<file path="src/rtl/rbs_pkg.sv">
package rbs_pkg;

  localparam int BANK_W = 2;
  localparam int STEP_W = 3;
  localparam int CFG_W  = 3;

  localparam logic [CFG_W-1:0] CFG_ONE_OUT    = 3'd0;
  localparam logic [CFG_W-1:0] CFG_TWO_OUT    = 3'd1;
  localparam logic [CFG_W-1:0] CFG_THREE_HOLD = 3'd2;
  localparam logic [CFG_W-1:0] CFG_THREE_OUT  = 3'd3;
  localparam logic [CFG_W-1:0] CFG_FOUR_HOLD  = 3'd4;

  typedef enum logic [1:0] {
    PH_MAP = 2'd0,
    PH_GAP = 2'd1,
    PH_OFF = 2'd2
  } phase_t;

  function automatic logic [STEP_W-1:0] seq_len(input logic [CFG_W-1:0] cfg);
    case (cfg)
      CFG_TWO_OUT:                   return 3'd2;
      CFG_THREE_HOLD, CFG_THREE_OUT: return 3'd3;
      CFG_FOUR_HOLD:                 return 3'd4;
      default:                       return 3'd1;
    endcase
  endfunction

  function automatic logic seq_release(input logic [CFG_W-1:0] cfg);
    return !((cfg == CFG_THREE_HOLD) || (cfg == CFG_FOUR_HOLD));
  endfunction

  // Step indices past the end clamp to the final entry.
  function automatic logic [BANK_W-1:0] seq_bank(input logic [CFG_W-1:0]  cfg,
                                                 input logic [STEP_W-1:0] step);
    logic [STEP_W-1:0] len;
    logic [STEP_W-1:0] idx;
    len = seq_len(cfg);
    idx = (step >= len) ? (len - 3'd1) : step;
    case (cfg)
      CFG_TWO_OUT:                   return idx[BANK_W-1:0];
      CFG_THREE_HOLD, CFG_THREE_OUT: return (idx == 3'd2) ? 2'd3 : idx[BANK_W-1:0];
      CFG_FOUR_HOLD:                 return (idx == 3'd0) ? 2'd1 :
                                            (idx == 3'd1) ? 2'd0 : idx[BANK_W-1:0];
      default:                       return 2'd0;
    endcase
  endfunction

endpackage

</file>
<file path="src/rtl/rbs_rst_sync.sv">
module rbs_rst_sync #(
  parameter int STAGES = 2
) (
  input  logic clk,
  input  logic rst_n,
  output logic rst_sync_n
);

  logic [STAGES:0] chain;

  assign chain[0] = 1'b1;

  for (genvar g = 0; g < STAGES; g++) begin : g_stage
    always_ff @(posedge clk or negedge rst_n) begin
      if (!rst_n) chain[g+1] <= 1'b0;
      else        chain[g+1] <= chain[g];
    end
  end

  assign rst_sync_n = chain[STAGES];

endmodule

</file>
<file path="src/rtl/rbs_timer.sv">
module rbs_timer #(
  parameter int unsigned INTERVAL_CYCLES = 87_500_000,
  parameter int unsigned GAP_CYCLES      = 16
) (
  input  logic clk,
  input  logic rst_n,
  input  logic run,
  input  logic sel_gap,
  output logic expire
);

  localparam int unsigned LONGEST = (INTERVAL_CYCLES > GAP_CYCLES) ? INTERVAL_CYCLES : GAP_CYCLES;
  localparam int          CNT_W   = $clog2(LONGEST + 1);
  localparam logic [CNT_W-1:0] LIM_MAP = CNT_W'(INTERVAL_CYCLES - 1);
  localparam logic [CNT_W-1:0] LIM_GAP = CNT_W'(GAP_CYCLES - 1);

  logic [CNT_W-1:0] cnt_q;
  logic [CNT_W-1:0] cnt_d;

  always_comb begin
    expire = run && (cnt_q == (sel_gap ? LIM_GAP : LIM_MAP));
    cnt_d  = expire ? '0 : (cnt_q + CNT_W'(1));
  end

  always_ff @(posedge clk or negedge rst_n) begin
    if (!rst_n)   cnt_q <= '0;
    else if (run) cnt_q <= cnt_d;
  end

endmodule

</file>
<file path="src/rtl/rbs_order.sv">
module rbs_order
  import rbs_pkg::*;
(
  input  logic [CFG_W-1:0]  cfg,
  input  logic [STEP_W-1:0] step,
  output logic [BANK_W-1:0] bank,
  output logic [STEP_W-1:0] len,
  output logic              release_en
);

  always_comb begin
    bank       = seq_bank(cfg, step);
    len        = seq_len(cfg);
    release_en = seq_release(cfg);
  end

endmodule

</file>
<file path="src/rtl/rom_bank_sequencer.sv">
module rom_bank_sequencer
  import rbs_pkg::*;
#(
  parameter int unsigned INTERVAL_CYCLES = 87_500_000,
  parameter int unsigned GAP_CYCLES      = 16,
  parameter int          SYNC_STAGES     = 2
) (
  input  logic              clk,
  input  logic              rst_n,
  input  logic              host_a15,
  input  logic              host_a14,
  input  logic [CFG_W-1:0]  cfg_sel,
  output logic              rom_ce_n,
  output logic [BANK_W-1:0] bank_addr,
  output logic              cart_present
);

  logic              rst_q_n;
  logic [CFG_W-1:0]  cfg_q;
  logic              cfg_ld;
  phase_t            ph_q, ph_d;
  logic [STEP_W-1:0] step_q, step_d;
  logic [STEP_W-1:0] len;
  logic              release_en;
  logic              last_step;
  logic              run;
  logic              tick;

  rbs_rst_sync #(.STAGES(SYNC_STAGES)) u_rst (
    .clk        (clk),
    .rst_n      (rst_n),
    .rst_sync_n (rst_q_n)
  );

  // Configuration register: loaded only while reset is held.
  assign cfg_ld = !rst_q_n;

  always_ff @(posedge clk) begin
    if (cfg_ld) cfg_q <= cfg_sel;
  end

  rbs_order u_order (
    .cfg        (cfg_q),
    .step       (step_q),
    .bank       (bank_addr),
    .len        (len),
    .release_en (release_en)
  );

  assign last_step = (step_q == (len - STEP_W'(1)));
  assign run       = (ph_q == PH_GAP) ||
                     ((ph_q == PH_MAP) && !(last_step && !release_en));

  rbs_timer #(
    .INTERVAL_CYCLES (INTERVAL_CYCLES),
    .GAP_CYCLES      (GAP_CYCLES)
  ) u_timer (
    .clk     (clk),
    .rst_n   (rst_q_n),
    .run     (run),
    .sel_gap (ph_q == PH_GAP),
    .expire  (tick)
  );

  always_comb begin
    ph_d   = ph_q;
    step_d = step_q;
    case (ph_q)
      PH_MAP: begin
        if (tick) begin
          ph_d   = PH_GAP;
          step_d = step_q + STEP_W'(1);
        end
      end
      PH_GAP: begin
        if (tick) ph_d = (step_q == len) ? PH_OFF : PH_MAP;
      end
      default: ph_d = PH_OFF;
    endcase
  end

  always_ff @(posedge clk or negedge rst_q_n) begin
    if (!rst_q_n) begin
      ph_q   <= PH_MAP;
      step_q <= '0;
    end else begin
      ph_q   <= ph_d;
      step_q <= step_d;
    end
  end

  assign rom_ce_n     = !((ph_q == PH_MAP) && !host_a15 && !host_a14);
  assign cart_present = (ph_q != PH_OFF);

endmodule

</file>
<file path="config.mk">
export PLATFORM = sky130hd
export DESIGN_NAME = rom_bank_sequencer
export DESIGN_NICKNAME = d
export VERILOG_FILES = /design/src/rtl/rbs_pkg.sv /design/src/rtl/rbs_rst_sync.sv /design/src/rtl/rbs_timer.sv /design/src/rtl/rbs_order.sv /design/src/rtl/rom_bank_sequencer.sv
export SDC_FILE = /design/constraint.sdc
export NUM_CORES = 1
export LEC_CHECK = 0
export CAP_MARGIN = 20
export CORE_ASPECT_RATIO = 1.5
export CORE_UTILIZATION = 60
export CTS_BUF_LIST = sky130_fd_sc_hd__clkbuf_4 sky130_fd_sc_hd__clkbuf_8
export DETAILED_ROUTE_END_ITERATION = 10
export DONT_BUFFER_PORTS = 1
export GPL_ROUTABILITY_DRIVEN = 0
export MAX_ROUTING_LAYER = met4
export PLACE_DENSITY = 0.86
export SLEW_MARGIN = 25
export SYNTH_ARGS = -nofsm -noshare
export SYNTH_HDL_FRONTEND = slang
export SYNTH_HIERARCHICAL = 1
export SYNTH_SLANG_ARGS = --single-unit
export TNS_END_PERCENT = 50
</file>
<file path="constraint.sdc">
create_clock -name clk -period 2.8 [get_ports clk]
set_input_delay 0.56 -clock clk [delete_from_list [all_inputs] [get_ports clk]]
set_output_delay 0.56 -clock clk [all_outputs]
set_load 0.01 [all_outputs]
</file>
==> qor.yml, run 1 <==
synth_top_family_by_area: "simple AND/OR/NAND/NOR gates"
start_util: 0.637
cpPeakStageDelay_ps: 410
synth_area_per_cell_um2: 9.80
postRouteAntennaNets: 0
nets: 269
track_usage: 0.291
required_ps: 2980
peakVddDrop_v: 0.000482
path_max_fanout: 4
io_pins: 11
netlist_area_mm2: 0.00220
hpwl_um: 3340
antenna_found_initial: 0
skew_ps: 8.26
path_buf_inv: 3
h-tree-depth: 2
grt_pass1_vias: 1833
yosys.area_share.simple: 0.270
maxSlewViolCount: 0
critical_path.slowest_cell: "edfxtp_1"
leakagePower_nw: 1.26
routed_via_density: 6.16
post-route-util: 0.800
hold_violations: 0
dpl.cell_count: 274
register_area_um2: 941
cp-start-kind: "register"
cts_buffer_depth: 2
syn_nets: 238
diodes: 0
fin_hold_ws_ps: 258
dieArea_mm2: 0.00391
finalCritPeriodShare: 1.04
hold_path_class: "register to asynchronous set/reset pin"
cts_sinks: 37
syn_inst: 224
synthToLayoutAreaGrowth_pct: 25.6
fp.dieH_um: 76.1
cts_tree: "built"
drtIter0Drc: 86
design.core.area_mm2: 0.00345
die_x_um: 51.4
grt-ovfl-total: 0
synth-edff-count: 3
drive_above_1_share: 0.316
clk_pin_slew_ps: 70
drt-wirelength-per-cell_um: 18.4
multiInputGateArea_mm2: 0.00135
grt_pass1_wl_um: 8260
finalSetupViolations: 10
cts-root-buf: "clkbuf_8"
crit_arrival_ps: 3110
vias: 1836
clock_latency_ps: 290
synth_compound_area_frac: 0.105
synthMuxAreaShare: 0.00513
p_total_w: 0.00105
synth_xor_area_frac: 0.110
grt_setup_unrepaired: "yes"
wl_um: 5470
violations: "setup timing"
grt_max_degree: 34
synthArstFlopShare: 0.919
synthDistinctLibCells: 51
synth_top_flop_cell: "dfrtp_1"
cts_made_buffers: 5
power_density_mw_per_mm2: 382
worstPathCellList: "buf_6 > or2_4 > inv_4 > inv_2 > ha_4 > xor2_2 > a41oi_2 > and4_4 > nand4_1 > a221oi_4 > nor3b_4 > mux2_4"
std_cell_rows: 26
layout_setup_ws_ps: -126
io_buffers: 0
yosys_warnings: 6
synthAdderAreaFrac: 0.0399
synth_seq_cells: 37
status: "complete, but fails checks"
path_class: "register to register"
maxCapViolCount: 0
firstDrtPassIters: 4
seq_area_frac_synth: 0.428
drcViolationCount: 0
num-fill-cells: 187
min_period_ps: 2930
finish.cell_count_without_fillers: 298
fmax_ghz: 0.342
place_ws_ps: -74.3
path_delay_family: "simple AND/OR/NAND/NOR gates"
cp-end-kind: "register"
==> power breakdown <==
group | internal, W | total (W) | leakage [nW] | switching [W]
registers | 0.000545 | 0.000547 | 0.479 | 0.00000230
clock network | 0.000222 | 0.000405 | 0.0542 | 0.000183
logic | 0.0000489 | 0.000102 | 0.730 | 0.0000527
total | 0.000816 | 0.00105 | 1.26 | 0.000238
==> flip-flops by register name (all words and copies together) (netlist names) <==
signal,flops
u_rst/chain,1
cfg_q,3
step_q,3
u_timer/cnt_q,27
ph_q,2
u_rst/rst_sync_n,1
==> cell usage in the layout, fill, tap and decap left out, types with 3 or more instances in the layout <==
master	n
buf_4	20
or3_4	3
ha_1	3
nor2_1	24
xor2_1	16
edfxtp_1	3
buf_6	8
clkbuf_8	7
nand2b_1	8
o31ai_1	3
nand3_1	13
xnor2_1	8
nand2_1	13
and4_1	3
o21ai_0	3
dfrtp_1	34
a21oi_1	5
inv_1	10
nor4_1	3
nand4_1	9
a21oi_2	4
ha_4	4
or4_4	3
==> synthesized netlist by cell type (2+ instances only) <==
master / count / area, um^2
or3_1: 3 / 18.8
a21oi_1: 9 / 45.0
a31o_2: 2 / 17.5
a21o_1: 2 / 15.0
nor4_1: 4 / 25.0
nand2_1: 14 / 52.6
and4_1: 5 / 43.8
o31ai_1: 3 / 22.5
and3_1: 2 / 12.5
nor2b_1: 2 / 12.5
nand2b_1: 10 / 62.6
and2_1: 2 / 12.5
xor2_1: 17 / 149
inv_1: 13 / 48.8
nor3_1: 2 / 10.0
xnor2_1: 8 / 70.1
edfxtp_1: 3 / 90.1
ha_1: 7 / 87.6
nor2_1: 25 / 93.8
buf_2: 2 / 10.0
dfrtp_1: 34 / 851
nand3_1: 13 / 65.1
or4_1: 4 / 30.0
nand4_1: 9 / 56.3
o21ai_0: 3 / 15.0
==> stage by stage <==
| stage | setup TNS (ps) | instance area (um^2) |
|---|---|---|
| 4_1_cts | -339 | 2570 |
| 6_report | -623 | 2760 |
| 5_1_grt | -3260 | 2760 |
| 2_1_floorplan | -761 | 2210 |
| 3_5_place_dp | -88.0 | 2320 |
| 3_3_place_gp | 0 | 2320 |
==> cell type report <==
class / count / share of cell area
clock buffer: 7 / 0.0349
inverter: 13 / 0.0195
multi-input combinational: 168 / 0.488
timing repair buffer: 30 / 0.0961
sequential: 37 / 0.341
clock inverter: 1 / 0.00181
tap: 42 / 0.0190
==> routing by layer <==
layer	share of wire	vias up	routed length [um]	global-route usage
li1	-	850	-	-
met1	0.36	906	1990	0.305
met2	0.56	56	3080	0.491
met3	0.032	24	176	0.0579
met4	0.040	0	221	0.159
met5	0	-	0	-
==> worst paths after layout <==
| kind | start | end | slack, ps | depth (start not counted) |
|---|---|---|---|---|
| worst max-delay path | cfg_q[2]$_DFFE_PN_ | step_q[1]$_DFFE_PN0P_ | -130 | 12 |
| worst min-delay path | u_rst/rst_sync_n$_DFF_PN0_ | u_timer/cnt_q[0]$_DFFE_PN0P_ | 260 | 1 |
| worst max register to register | cfg_q[2]$_DFFE_PN_ | step_q[1]$_DFFE_PN0P_ | -130 | 12 |
| worst min register to register | u_rst/rst_sync_n$_DFF_PN0_ | u_timer/cnt_q[0]$_DFFE_PN0P_ | 260 | 1 |
| max in group asynchronous | rst_n | u_rst/chain[1]$_DFF_PN0_ | 2180 | 1 |
| min in group clk | u_rst/chain[1]$_DFF_PN0_ | u_rst/rst_sync_n$_DFF_PN0_ | 350 | 0 |
==> logic make-up after synthesis <==
family	Yosys count
compound gates	29
xor+xnor	26
fa+ha+maj	7
buf+inv	19
flops	37
mux	1
other cells	1
simple gates	104
==> timing repair <==
| action | in CTS | in global routing |
|---|---|---|
| pin swaps | 8 | 14 |
| hold buffers | 1 | 0 |
| gates resized for setup | 16 | 30 |
| setup buffers | 6 | 9 |
| endpoints found under the setup margin | 4 | 27 |
| hold endpoints to repair | 2 | 0 |
No activity file was read; power rests on OpenSTA's default activity.
==> inputs of run 2 (changes only) <==
- clock period: 2.8 -> 3.2 ns (I/O delays scaled with it)
==> run 2 against run 1 <==
Net effect: the flow now finishes without violations; die area did not move; via count shrank 9.0%; clock skew is 1.2 ps lower; sequential power is 12% lower; design area shrank 13%; critical path type is now register to output pin.
==> qor.yml, run 2 (synthesized netlist as in run 1, its figures left out) <==
antenna_found_initial: 0
place_ws_ps: 272
reg.largest.list: "u_timer/cnt_q: 27 flops, cfg_q: 3 flops, step_q: 3 flops"
hpwl_um: 3170
final_cell_mix: "34 x dfrtp_1, 25 x nor2_1, 17 x xor2_1, 14 x nand2_1"
hold_path_class: "input pin to asynchronous set/reset pin"
largest_reg_flops: 27
nets: 245
firstDrtPassIters: 4
clk_pin_slew_ps: 70
status: "completed"
dpl_cell_area_mm2: 0.00226
grt-ovfl-total: 0
wl_um: 4360
path_class: "register to output pin"
combPwrFrac: 0.047
finalSetupViolations: 0
cp-start-kind: "register"
final_area_mm2: 0.00239
std_cell_rows: 26
required_ps: 2560
clock_latency_ps: 290
drcViolationCount: 0
dieArea_mm2: 0.00391
switching_share: 0.201
io_buffers: 0
postRouteAntennaNets: 0
leakagePower_nw: 1.11
io_pins: 11
regMostFlops: "u_timer/cnt_q"
dpl.cell_count: 266
clkPwrFrac: 0.446
cts-root-buf: "clkbuf_8"
grt_setup_unrepaired: "no"
maxSlewViolCount: 0
cts_sinks: 37
path_max_fanout: 9
p_int_w: 0.000755
skew_ps: 7.08
p_seq_frac: 0.507
drtIter0Drc: 44
track_usage: 0.256
power_density_mw_per_mm2: 396
grt_pass1_wl_um: 7360
vias: 1671
fp.dieH_um: 76.1
cts_made_buffers: 5
finalCritPeriodShare: 0.942
grt_max_degree: 34
peakVddDrop_v: 0.000430
post_cts_buffers: 0
die_x_um: 51.4
cts_buffer_depth: 2
start_util: 0.637
finish.cell_count_without_fillers: 274
maxCapViolCount: 0
design.core.area_mm2: 0.00345
cp-end-kind: "output pin"
crit_arrival_ps: 2370
routed_via_density: 6.10
h-tree-depth: 2
diodes: 0
drt-wirelength-per-cell_um: 15.9
cts_tree: "built"
final_common_cell: "dfrtp_1"
hold_violations: 0
fmax_ghz: 0.332
reg2regPathDepth: 11
p_total_w: 0.000945
layout_setup_ws_ps: 186
drive_above_1_share: 0.134
fin_tns_setup_ps: 0
min_period_ps: 3010
netSwitchingPower_w: 0.000190
synthToLayoutAreaGrowth_pct: 8.72
grt_pass1_vias: 1690
[run 2: changes by cell type in the layout (fill, tap and decap cells not counted), sizes merged]
cell and change:
buf -23, clkinv -1, bufinv +1, dlygate4sd3 -1
[run 2: path summary, 6_finish.rpt]
check                           slack (ps)                        from                            end
worst max-delay path                   190          cfg_q[2]$_DFFE_PN_                   bank_addr[0]
worst min-delay path                    50                       rst_n     u_rst/rst_sync_n$_DFF_PN0_
worst max register to register         310          cfg_q[2]$_DFFE_PN_          step_q[1]$_DFFE_PN0P_
worst min register to register         260  u_rst/rst_sync_n$_DFF_PN0_   u_timer/cnt_q[3]$_DFFE_PN0P_
max in group asynchronous             2640  u_rst/rst_sync_n$_DFF_PN0_  u_timer/cnt_q[23]$_DFFE_PN0P_
min in group clk                       350    u_rst/chain[1]$_DFF_PN0_     u_rst/rst_sync_n$_DFF_PN0_
[run 2: area by class of cell]
cell class / count / area (um^2)
Clock buffer: 7 / 90.1
Clock inverter: 1 / 30.0
Fill cell: 257 / 1060
Inverter: 13 / 48.8
Multi-Input combinational cell: 168 / 1180
Sequential cell: 37 / 941
Tap cell: 42 / 52.6
Timing Repair Buffer: 6 / 48.8
[run 2: repair_timing]
| item | in CTS | in global routing |
|---|---|---|
| resized for setup | 0 | 2 |
| endpoints found under the hold margin | 0 | 0 |
| hold buffers | 0 | 0 |
| endpoints found under the setup margin | 0 | 1 |
[run 2: routing by layer]
layer / wire (um) / track usage / vias to the layer above / share of wire
met1: 1870 / 0.279 / 811 / 0.43
met2: 2230 / 0.430 / 38 / 0.51
met4: 97 / 0.127 / 0 / 0.022
met5: 0 / - / - / 0
li1: - / - / 809 / -
met3: 156 / 0.0499 / 13 / 0.036
[run 2: stage by stage]
step           hold slack (ps)  utilization
3_5_place_dp               271        0.654
5_1_grt                   32.9        0.692
2_1_floorplan              331            -
6_report                  47.5        0.692
4_1_cts                   38.5        0.689
3_3_place_gp               275        0.654
[run 2: power groups by stage]
stage | Sequential [W] | Clock [W] | Combinational [W]
after floorplan | 0.000493 | 0 | 0.0000304
after global placement | 0.000488 | 0 | 0.0000435
after detailed placement | 0.000488 | 0 | 0.0000444
after CTS | 0.000479 | 0.000429 | 0.0000446
after global routing | 0.000480 | 0.000449 | 0.0000507
final | 0.000479 | 0.000421 | 0.0000444
[run 2: critical path: stages, from the launching register on]
cell,delay (ps)
edfxtp_1,450
nand2b_1,210
a21o_1,210
ha_1,290
nor2b_2,130
o21ai_2,130
or3_1,320
o211a_1,140
o221ai_2,200
==> inputs of run 3 (changes only) <==
- CELL_PAD_IN_SITES_DETAIL_PLACEMENT: unset -> 0
- CELL_PAD_IN_SITES_GLOBAL_PLACEMENT: unset -> 2
- CORE_UTILIZATION: 60 -> 43
- PLACE_DENSITY: 0.86 -> 0.92
==> run 3 against run 2 <==
Net effect: clock power down 24%; highest routed layer unchanged; clock skew up 4.0 ps; fmax fell by 0.21%; power fell by 11%; sequential cell count unchanged; largest power group unchanged; via count is 1.3% lower; utilization decreased by 21 points; global-route usage decreased by 4.9 points; hold slack got worse by 12 ps.
==> qor.yml, run 3 (synthesized netlist as in run 1, its figures left out) <==
reg.largest.list: "u_timer/cnt_q: 27 flops, cfg_q: 3 flops, step_q: 3 flops"
postRouteAntennaNets: 0
track_usage: 0.207
r2r-end: "step_q[1]$_DFFE_PN0P_"
cts_tree: "built"
dieArea_mm2: 0.00540
largest_reg_flops: 27
required_ps: 2560
synthToLayoutAreaGrowth_pct: 8.38
ff2ff_setup_slack_ps: 270
use_met3: 0.0492
vias: 1649
maxSlewViolCount: 0
hpwl_um: 3560
cpPeakStageDelay_ps: 440
final_common_cell: "dfrtp_1"
final_cell_mix: "34 x dfrtp_1, 25 x nor2_1, 17 x xor2_1, 14 x nand2_1"
io_pins: 11
fp.dieH_um: 89.5
design.core.area_mm2: 0.00489
path_buf_inv: 0
grt_setup_unrepaired: "no"
status: "completed"
cts_sinks: 37
firstDrtPassIters: 4
leakagePower_nw: 1.10
met1_usage: 0.225
grt_pass1_vias: 1562
fmax_ghz: 0.331
antenna_found_initial: 0
nets: 246
crit_arrival_ps: 2380
path_max_fanout: 9
critical_path.slowest_cell: "edfxtp_1"
min_period_ps: 3020
hold_path_class: "input pin to asynchronous set/reset pin"
post-route-util: 0.487
io_buffers: 0
cp-start-kind: "register"
path_delay_family: "compound AO/OA/AOI/OAI gates"
die_x_um: 60.3
hold_violations: 0
clock_latency_ps: 290
skew_ps: 11.1
fin_hold_ws_ps: 35.7
routed_via_density: 5.52
path_depth: 8
cts_hold_buf: 0
path_class: "register to output pin"
finalCritPeriodShare: 0.944
post_cts_buffers: 0
reg2regPathDepth: 11
std_cell_rows: 31
cp-end-kind: "output pin"
cts_resized: 0
start_util: 0.449
wl_um: 4730
grt.busiest_layer: "met2"
regMostFlops: "u_timer/cnt_q"
h-tree-depth: 2
grt_max_degree: 33
drive_above_1_share: 0.133
cts_buffer_depth: 2
diodes: 0
peakVddDrop_v: 0.000228
maxCapViolCount: 0
cts_made_buffers: 5
worstPathCellList: "nand2b_1 > a21o_1 > ha_1 > nor2b_2 > o21ai_2 > or3_1 > o211a_1 > o221ai_2"
clk_pin_slew_ps: 70
drcViolationCount: 0
power_density_mw_per_mm2: 354
grt_util_met2: 0.359
drt-wirelength-per-cell_um: 15.8
fin_tns_setup_ps: 0
drtIter0Drc: 56
finalSetupViolations: 0
grt_pass1_wl_um: 7620
grt-ovfl-total: 0
r2r_start: "cfg_q[2]$_DFFE_PN_"
cts-root-buf: "clkbuf_8"
-- run 3: changes by cell type in the layout (fill, tap and decap cells not counted) --
cell,delta
clkinv_2,+2
buf_4,+2
bufinv_16,-1
clkbuf_8,-1
clkinvlp_4,+1
clkbuf_4,-1
o41ai_2,-1
buf_6,-1
o41ai_1,+1
-- run 3: layout make-up --
type	instances	area, um^2
clock buffers	5	68.8
clock inverters	3	17.5
fillers	501	2510
inverters	13	48.8
multi-input cells	168	1170
flip-flops and latches	37	941
well taps	66	82.6
repair buffers	7	52.6
-- run 3: worst reg2reg max path, cell delays in order (launching register included) --
cell and delay (ps):
edfxtp_1 440, nand2b_1 210, a21o_1 220, inv_1 70, ha_1 150, xnor3_1 220, a41oi_2 220, and4_1 240
nand4_1 140, a221oi_4 290, nor3b_2 280, mux2_2 360
-- run 3: per-stage QoR --
step	setup slack, ps	power, W	instances	cell area (um^2)
3_3_place_gp	304	0.000534	291	2290
4_1_cts	140	0.000853	299	2380
6_report	180	0.000842	299	2380
3_5_place_dp	219	0.000535	291	2290
5_1_grt	5.27	0.000882	299	2380
2_1_floorplan	12.2	0.000524	224	2200
-- run 3: layer usage --
metal  wire (um)  vias up  part of all wire
met2        2540       27              0.54
met5           0        -                 0
met4          72        0             0.015
met1        1930      810              0.41
met3         185        5             0.039
li1            -      807                 -
-- run 3: power breakdown --
part	total [W]	switching [W]	internal [W]	leakage, nW
sequential	0.000480	0.00000300	0.000477	0.479
clock	0.000319	0.000168	0.000150	0.0439
combinational	0.0000443	0.0000288	0.0000155	0.572
total	0.000842	0.000200	0.000642	1.10
-- run 3: worst max path at each step --
stage	startpoint	end	slack, ps
2_1_floorplan	cfg_q[2]$_DFFE_PN_	step_q[1]$_DFFE_PN0P_	10
3_3_place_gp	cfg_q[2]$_DFFE_PN_	step_q[1]$_DFFE_PN0P_	300
3_5_place_dp	cfg_q[2]$_DFFE_PN_	step_q[1]$_DFFE_PN0P_	220
4_1_cts	cfg_q[2]$_DFFE_PN_	bank_addr[0]	140
5_1_grt	cfg_q[2]$_DFFE_PN_	bank_addr[1]	5
6_report	cfg_q[2]$_DFFE_PN_	bank_addr[0]	180
